`src/rtl/wdog_pkg.sv`:
```
package wdog_pkg;

    localparam int unsigned ADDR_W    = 5;
    localparam int unsigned DATA_W    = 32;
    localparam int unsigned CNT_W_DEF = 32;
    localparam int unsigned LEN_W_DEF = 8;

    localparam logic [DATA_W-1:0] RESTART_KEY = 32'h0000_5AB9;
    localparam logic [DATA_W-1:0] RELOAD_RST  = 32'h03EF_1480;
    localparam logic [DATA_W-1:0] LEN_RST     = 32'h0000_00FF;

    // control word, bit 0 at the bottom
    typedef struct packed {
        logic tick_src;   // bit 4
        logic ext_en;     // bit 3
        logic irq_en;     // bit 2
        logic rst_en;     // bit 1
        logic run;        // bit 0
    } wd_ctrl_t;

    localparam int unsigned CTRL_W = $bits(wd_ctrl_t);

    typedef enum logic [2:0] {
        RG_COUNT  = 3'd0,
        RG_RELOAD = 3'd1,
        RG_KICK   = 3'd2,
        RG_CTRL   = 3'd3,
        RG_STAT   = 3'd4,
        RG_CLR    = 3'd5,
        RG_LEN    = 3'd6,
        RG_NONE   = 3'd7
    } wd_reg_e;

    function automatic wd_reg_e decode_reg(input logic [ADDR_W-1:0] a);
        if (a[1:0] != 2'b00) return RG_NONE;
        return wd_reg_e'(a[4:2]);
    endfunction

endpackage

```
`src/rtl/wdog_tick_sync.sv`:
```
module wdog_tick_sync (
    input  logic clk,
    input  logic rst,
    input  logic tick_in,
    output logic tick_pulse
);
    logic [2:0] sh;

    always_ff @(posedge clk) begin
        if (rst) sh <= '0;
        else     sh <= {sh[1:0], tick_in};
    end

    assign tick_pulse = sh[1] & ~sh[2];


    tick_single_chk: assert property (@(posedge clk) disable iff (rst)
        tick_pulse |=> !tick_pulse);
endmodule

```
`src/rtl/wdog_counter.sv`:
```
module wdog_counter #(
    parameter int unsigned CNT_W = 32
) (
    input  logic             clk,
    input  logic             rst,
    input  logic             load,
    input  logic [CNT_W-1:0] load_val,
    input  logic             step,
    output logic [CNT_W-1:0] cnt,
    output logic             hit
);
    localparam logic [CNT_W-1:0] ONE = CNT_W'(1);

    assign hit = step && !load && (cnt == ONE);

    always_ff @(posedge clk) begin
        if (rst)                         cnt <= '0;
        else if (load)                   cnt <= load_val;
        else if (step && cnt != '0)      cnt <= cnt - ONE;
    end


    cnt_step_chk: assert property (@(posedge clk) disable iff (rst)
        (step && !load && cnt != '0) |=> (cnt == $past(cnt) - ONE));

    cnt_hold_chk: assert property (@(posedge clk) disable iff (rst)
        (!step && !load) |=> $stable(cnt));

    cnt_zero_chk: assert property (@(posedge clk) disable iff (rst)
        (cnt == '0 && !load) |=> (cnt == '0));
endmodule

```
`src/rtl/wdog_pulse.sv`:
```
module wdog_pulse #(
    parameter int unsigned LEN_W = 8
) (
    input  logic             clk,
    input  logic             rst,
    input  logic             fire,
    input  logic [LEN_W-1:0] len,
    output logic             active
);
    logic [LEN_W-1:0] left;

    always_ff @(posedge clk) begin
        if (rst)                left <= '0;
        else if (fire)          left <= len;
        else if (left != '0)    left <= left - LEN_W'(1);
    end

    assign active = (left != '0);


    pulse_len_chk: assert property (@(posedge clk) disable iff (rst)
        fire |=> (left == $past(len)));

    pulse_zero_chk: assert property (@(posedge clk) disable iff (rst)
        (fire && len == '0) |=> !active);
endmodule

```
`src/rtl/wdog_apb.sv`:
```
module wdog_apb
    import wdog_pkg::*;
#(
    parameter int unsigned CNT_W = CNT_W_DEF,
    parameter int unsigned LEN_W = LEN_W_DEF
) (
    input  logic              clk,
    input  logic              rst,
    input  logic              psel,
    input  logic              penable,
    input  logic              pwrite,
    input  logic [ADDR_W-1:0] paddr,
    input  logic [DATA_W-1:0] pwdata,
    output logic [DATA_W-1:0] prdata,
    input  logic              ext_tick,
    output logic              sys_rst_o,
    output logic              irq_o,
    output logic              ext_o
);
    wd_reg_e          sel;
    logic             wr;
    wd_ctrl_t         ctrl;
    wd_ctrl_t         ctrl_new;
    logic [CNT_W-1:0] reload;
    logic [LEN_W-1:0] plen;
    logic             status;
    logic [CNT_W-1:0] cnt;
    logic             hit, load, step, tick_pulse, active;
    logic             kick, ctrl_wr, clr_wr;

    assign sel      = decode_reg(paddr);
    assign wr       = psel && penable && pwrite;
    assign ctrl_new = wd_ctrl_t'(pwdata[CTRL_W-1:0]);
    assign kick     = wr && sel == RG_KICK && pwdata == RESTART_KEY;
    assign ctrl_wr  = wr && sel == RG_CTRL;
    assign clr_wr   = wr && sel == RG_CLR && pwdata[0];
    assign load     = kick || (ctrl_wr && ctrl_new.run && cnt == '0);
    assign step     = ctrl.run && (ctrl.tick_src ? tick_pulse : 1'b1);

    always_ff @(posedge clk) begin
        if (rst) begin
            ctrl   <= '0;
            reload <= RELOAD_RST[CNT_W-1:0];
            plen   <= LEN_RST[LEN_W-1:0];
        end else if (wr) begin
            if (sel == RG_CTRL)   ctrl   <= ctrl_new;
            if (sel == RG_RELOAD) reload <= pwdata[CNT_W-1:0];
            if (sel == RG_LEN)    plen   <= pwdata[LEN_W-1:0];
        end
    end

    always_ff @(posedge clk) begin
        if (rst)         status <= 1'b0;
        else if (hit)    status <= 1'b1;
        else if (clr_wr) status <= 1'b0;
    end

    wdog_tick_sync u_sync (
        .clk(clk), .rst(rst), .tick_in(ext_tick), .tick_pulse(tick_pulse)
    );

    wdog_counter #(.CNT_W(CNT_W)) u_cnt (
        .clk(clk), .rst(rst), .load(load), .load_val(reload),
        .step(step), .cnt(cnt), .hit(hit)
    );

    wdog_pulse #(.LEN_W(LEN_W)) u_pulse (
        .clk(clk), .rst(rst), .fire(hit), .len(plen), .active(active)
    );

    assign sys_rst_o = active && ctrl.rst_en;
    assign irq_o     = active && ctrl.irq_en;
    assign ext_o     = active && ctrl.ext_en;

    always_comb begin
        prdata = '0;
        if (psel && !pwrite) begin
            case (sel)
                RG_COUNT:  prdata = DATA_W'(cnt);
                RG_RELOAD: prdata = DATA_W'(reload);
                RG_CTRL:   prdata = DATA_W'(ctrl);
                RG_STAT:   prdata = DATA_W'(status);
                RG_LEN:    prdata = DATA_W'(plen);
                default:   prdata = '0;
            endcase
        end
    end


    status_sticky_chk: assert property (@(posedge clk) disable iff (rst)
        (status && !clr_wr) |=> status);

    status_set_chk: assert property (@(posedge clk) disable iff (rst)
        hit |=> status);

    kick_load_chk: assert property (@(posedge clk) disable iff (rst)
        kick |=> (cnt == $past(reload)));
endmodule

```
`config.mk`:
```
export PLATFORM = sky130hd
export DESIGN_NAME = wdog_apb
export DESIGN_NICKNAME = d
export VERILOG_FILES = /design/src/rtl/wdog_pkg.sv /design/src/rtl/wdog_tick_sync.sv /design/src/rtl/wdog_counter.sv /design/src/rtl/wdog_pulse.sv /design/src/rtl/wdog_apb.sv
export SDC_FILE = /design/constraint.sdc
export NUM_CORES = 1
export LEC_CHECK = 0
export BUFFER_PORTS_ARGS = -buffer_cell sky130_fd_sc_hd__buf_2
export CELL_PAD_IN_SITES_DETAIL_PLACEMENT = 0
export CELL_PAD_IN_SITES_GLOBAL_PLACEMENT = 1
export CORE_MARGIN = 2
export CORE_UTILIZATION = 35
export DETAILED_ROUTE_END_ITERATION = 16
export PLACE_DENSITY = 0.71
export SLEW_MARGIN = 10
export SYNTH_ARGS = -nofsm -noshare
export SYNTH_HDL_FRONTEND = slang
export SYNTH_SLANG_ARGS = --single-unit
```
`constraint.sdc`:
```
create_clock -name clk -period 4.1 [get_ports clk]
set_input_delay 0.82 -clock clk [delete_from_list [all_inputs] [get_ports clk]]
set_output_delay 0.82 -clock clk [all_outputs]
set_load 0.005 [all_outputs]
```
==> impl_metrics.tcl <==
set metrics [dict create \
    fp.dieH_um 121.9 \
    cp_data_arrival_time_ps 2490 \
    cts_made_buffers 9 \
    relSlewSlack_pct 46.27 \
    cellLeakagePower_nw 2.240 \
    cts_setup_buffers 0 \
    crit_buf_inv 3 \
    drt-vias-per-instance 5.367 \
    crit_chain "buf_2, nor3_1, and2_1, buf_4, a22oi_1, a21oi_1, buf_2" \
    startpoint_type "input pin" \
    internal_power_mw 1.559 \
    gp_congestion 0.8480 \
    rsz0062_at_grt "no" \
    dieArea_sq_mm 0.01487 \
    dp_slack_ps 830.6 \
    async_reset_ff_share_pct 0 \
    p_total_mw 2.137 \
    cp_max_fo 31 \
    grt_pass1_vias 4394 \
    synth.most_common_cell "nand2_1" \
    end_kind "primary output" \
    firstDrtPassIters 5 \
    num_vias 4551 \
    synthTopCellsByCount "102 x nand2_1, 89 x dfxtp_1, 81 x nor2_1" \
    grt.overflow.total 0 \
    max_freq_mhz 302.1 \
    fillers 1432 \
    cpMostUsedCell "buf_2" \
    initial_utilization_pct 35.48 \
    drv_slew 0 \
    slowest_delay_ps 450 \
    yosys_warnings 0 \
    clk_pin_slew_ps 60 \
    crit_slowest_cell "nor3_1" \
    antenna_found_initial 0 \
    rrSetupSlack_ps 1050 \
    die_w_um 121.9 \
    ys_seq_elements 89 \
    nNetsFinal 711 \
    dp.final_hpwl_mm 10.01 \
    setup_ws_ps 789.5 \
    cp_top_family "simple AND/OR/NAND/NOR gates" \
    hp-class "flop to flop" \
    grt_pass1_wl_mm 22.56 \
    tns_ps 0 \
    clock-sinks 89 \
    p_sw_mw 0.5786 \
    ys_seq_area_share_pct 36.61 \
    synth_edf_count 0 \
    htree_levels 3 \
    cts_tree "done" \
    core.rowCount 43 \
    synth.area.top_cells "dfxtp_1 37%, nand2_1 7.9%, nor2_1 6.2%" \
    drv_cap 0 \
    finalClockSkew_ps 6.087 \
    place_area_sq_mm 0.005315 \
    synth_flop_cell "dfxtp_1" \
    p_clk_share_pct 39.1 \
    synth_cell_types 51 \
    final_cell_area_sq_mm 0.005613 \
    path_class "input pin to primary output" \
    syn-mean-instance-area_sq_um 8.005 \
    fin_crit_ps 3311 \
    route.detailed.drc 0 \
    drt_wl_total_mm 14.01 \
    portBuffers 77 \
    fin_util_pct 40.91 \
    netSwitchingFraction_pct 27.07 \
    antenna_cells 0 \
    synth_area_sq_mm 0.004867 \
    cts_buffer_depth 2 \
    pwr_density_cell_mw_per_mm2 380.8 \
    hold_buffers 0 \
    grt_max_degree 42 \
    syn_to_final_growth_pct 15.32 \
    setup_violations 0 \
    status "complete, no violations" \
    top_level_ports 78 \
    pwr-share-seq_pct 44.0 \
    vdd_drop_max_uv 187.6 \
    grt_usage_pct 19.46 \
    core_sq_mm 0.01372 \
    worst_slew_pin_slew_ps 803.4 \
    clock-root-buffer "clkbuf_16" \
    post_cts_resized 0 \
    drtIter0Drc 305 \
    pwr-share-comb_pct 16.9 \
    yosys.area.top_type "dfxtp_1" \
    clkLatencyLatePin_ps 350 \
    finalCritPeriodShare_pct 80.74 \
    worstPathRequired_ps 3280 \
    drive_gt1_share_pct 18.41 \
    ant_nets 0 \
    synth_top_area_share_pct 36.61 \
    finalHoldViolCount 0 \
    synth_cells 608 \
    wl_per_cell_um 16.52 \
    synthesis.nets 656 \
]
## sequential cells by signal (all words and copies together) (netlist names)
name,count
status,1
u_pulse.left,8
u_sync.sh,3
ctrl,5
u_cnt.cnt,32
reload,32
plen,8
## stage by stage
stage	hold slack, ps	std cells
CTS	456.2	848
global placement	442.2	832
floorplan	413.8	608
finish	452.7	848
global route	481.1	848
detailed placement	441.6	832
## final timing paths
path | from | cells after the start | endpoint
max | paddr[1] | 7 | prdata[3]
min | u_sync.sh[0]$_SDFF_PP0_ | 1 | u_sync.sh[1]$_SDFF_PP0_
max reg2reg | u_cnt.cnt[2]$_SDFFE_PP0P_ | 6 | u_pulse.left[1]$_SDFFE_PP0P_
min reg2reg | u_sync.sh[0]$_SDFF_PP0_ | 1 | u_sync.sh[1]$_SDFF_PP0_
## power by group through the flow
| stage | Clock [mW] | Sequential (mW) | Combinational [mW] |
|---|---|---|---|
| 5_1_grt | 0.888 | 0.946 | 0.411 |
| 2_1_floorplan | 0 | 0.949 | 0.275 |
| 4_1_cts | 0.854 | 0.940 | 0.368 |
| 6_report | 0.836 | 0.940 | 0.362 |
| 3_5_place_dp | 0 | 0.959 | 0.366 |
| 3_3_place_gp | 0 | 0.957 | 0.355 |
## cells by family (layout without fill, tap and decap cells)
logic type      count (synthesis)  count (layout)  share of synthesized area (%)
mux                             9               9                          1.851
xor+xnor                       35              35                          6.298
fa+ha+maj                       5               5                          1.285
buf+inv                        50             110                          5.630
compound gates                114             114                          16.58
simple gates                  306             306                          31.75
flops                          89              89                          36.61
## cell usage in the layout, fill, tap and decap left out, types with 2 or more instances in the layout
cell type / count
nor2b_1: 8
and3_1: 5
and2_1: 5
ha_1: 5
nor4_2: 2
nand3b_2: 2
inv_1: 6
or4_4: 4
dfxtp_1: 89
nand2_1: 102
clkbuf_16: 9
a211oi_1: 30
or3_2: 2
nand3_1: 8
a21oi_1: 33
or3_1: 5
nor4_1: 15
nor2_1: 81
nor3b_1: 3
nand2b_1: 2
buf_2: 77
o21ai_0: 6
nand3b_1: 21
clkinvlp_4: 2
a222oi_1: 4
xnor2_1: 33
mux2i_1: 9
or2_2: 4
nor4b_1: 4
or4_1: 5
a21boi_0: 2
nor3_1: 20
clkinv_2: 2
and4b_1: 2
xor2_1: 2
a22oi_1: 32
buf_4: 11
## routing by layer
| layer | part of all wire, % | track usage, % |
|---|---|---|
| met5 | 0 | 0 |
| met3 | 5.4 | 4.401 |
| met2 | 45 | 31.28 |
| met4 | 1.2 | 5.819 |
| met1 | 48 | 26.07 |
## final cells by class
| type | count | area, sq um | share of cell area, % |
|---|---|---|---|
| Multi-Input combinational cell | 469 | 2818 | 50.20 |
| Sequential cell | 89 | 1782 | 31.74 |
| Timing Repair Buffer | 88 | 467.9 | 8.337 |
| Clock buffer | 11 | 242.7 | 4.325 |
| Tap cell | 180 | 225.2 | 4.012 |
| Clock inverter | 5 | 55.05 | 0.9808 |
| Inverter | 6 | 22.52 | 0.4012 |
No activity file was read; power rests on OpenSTA's default activity.
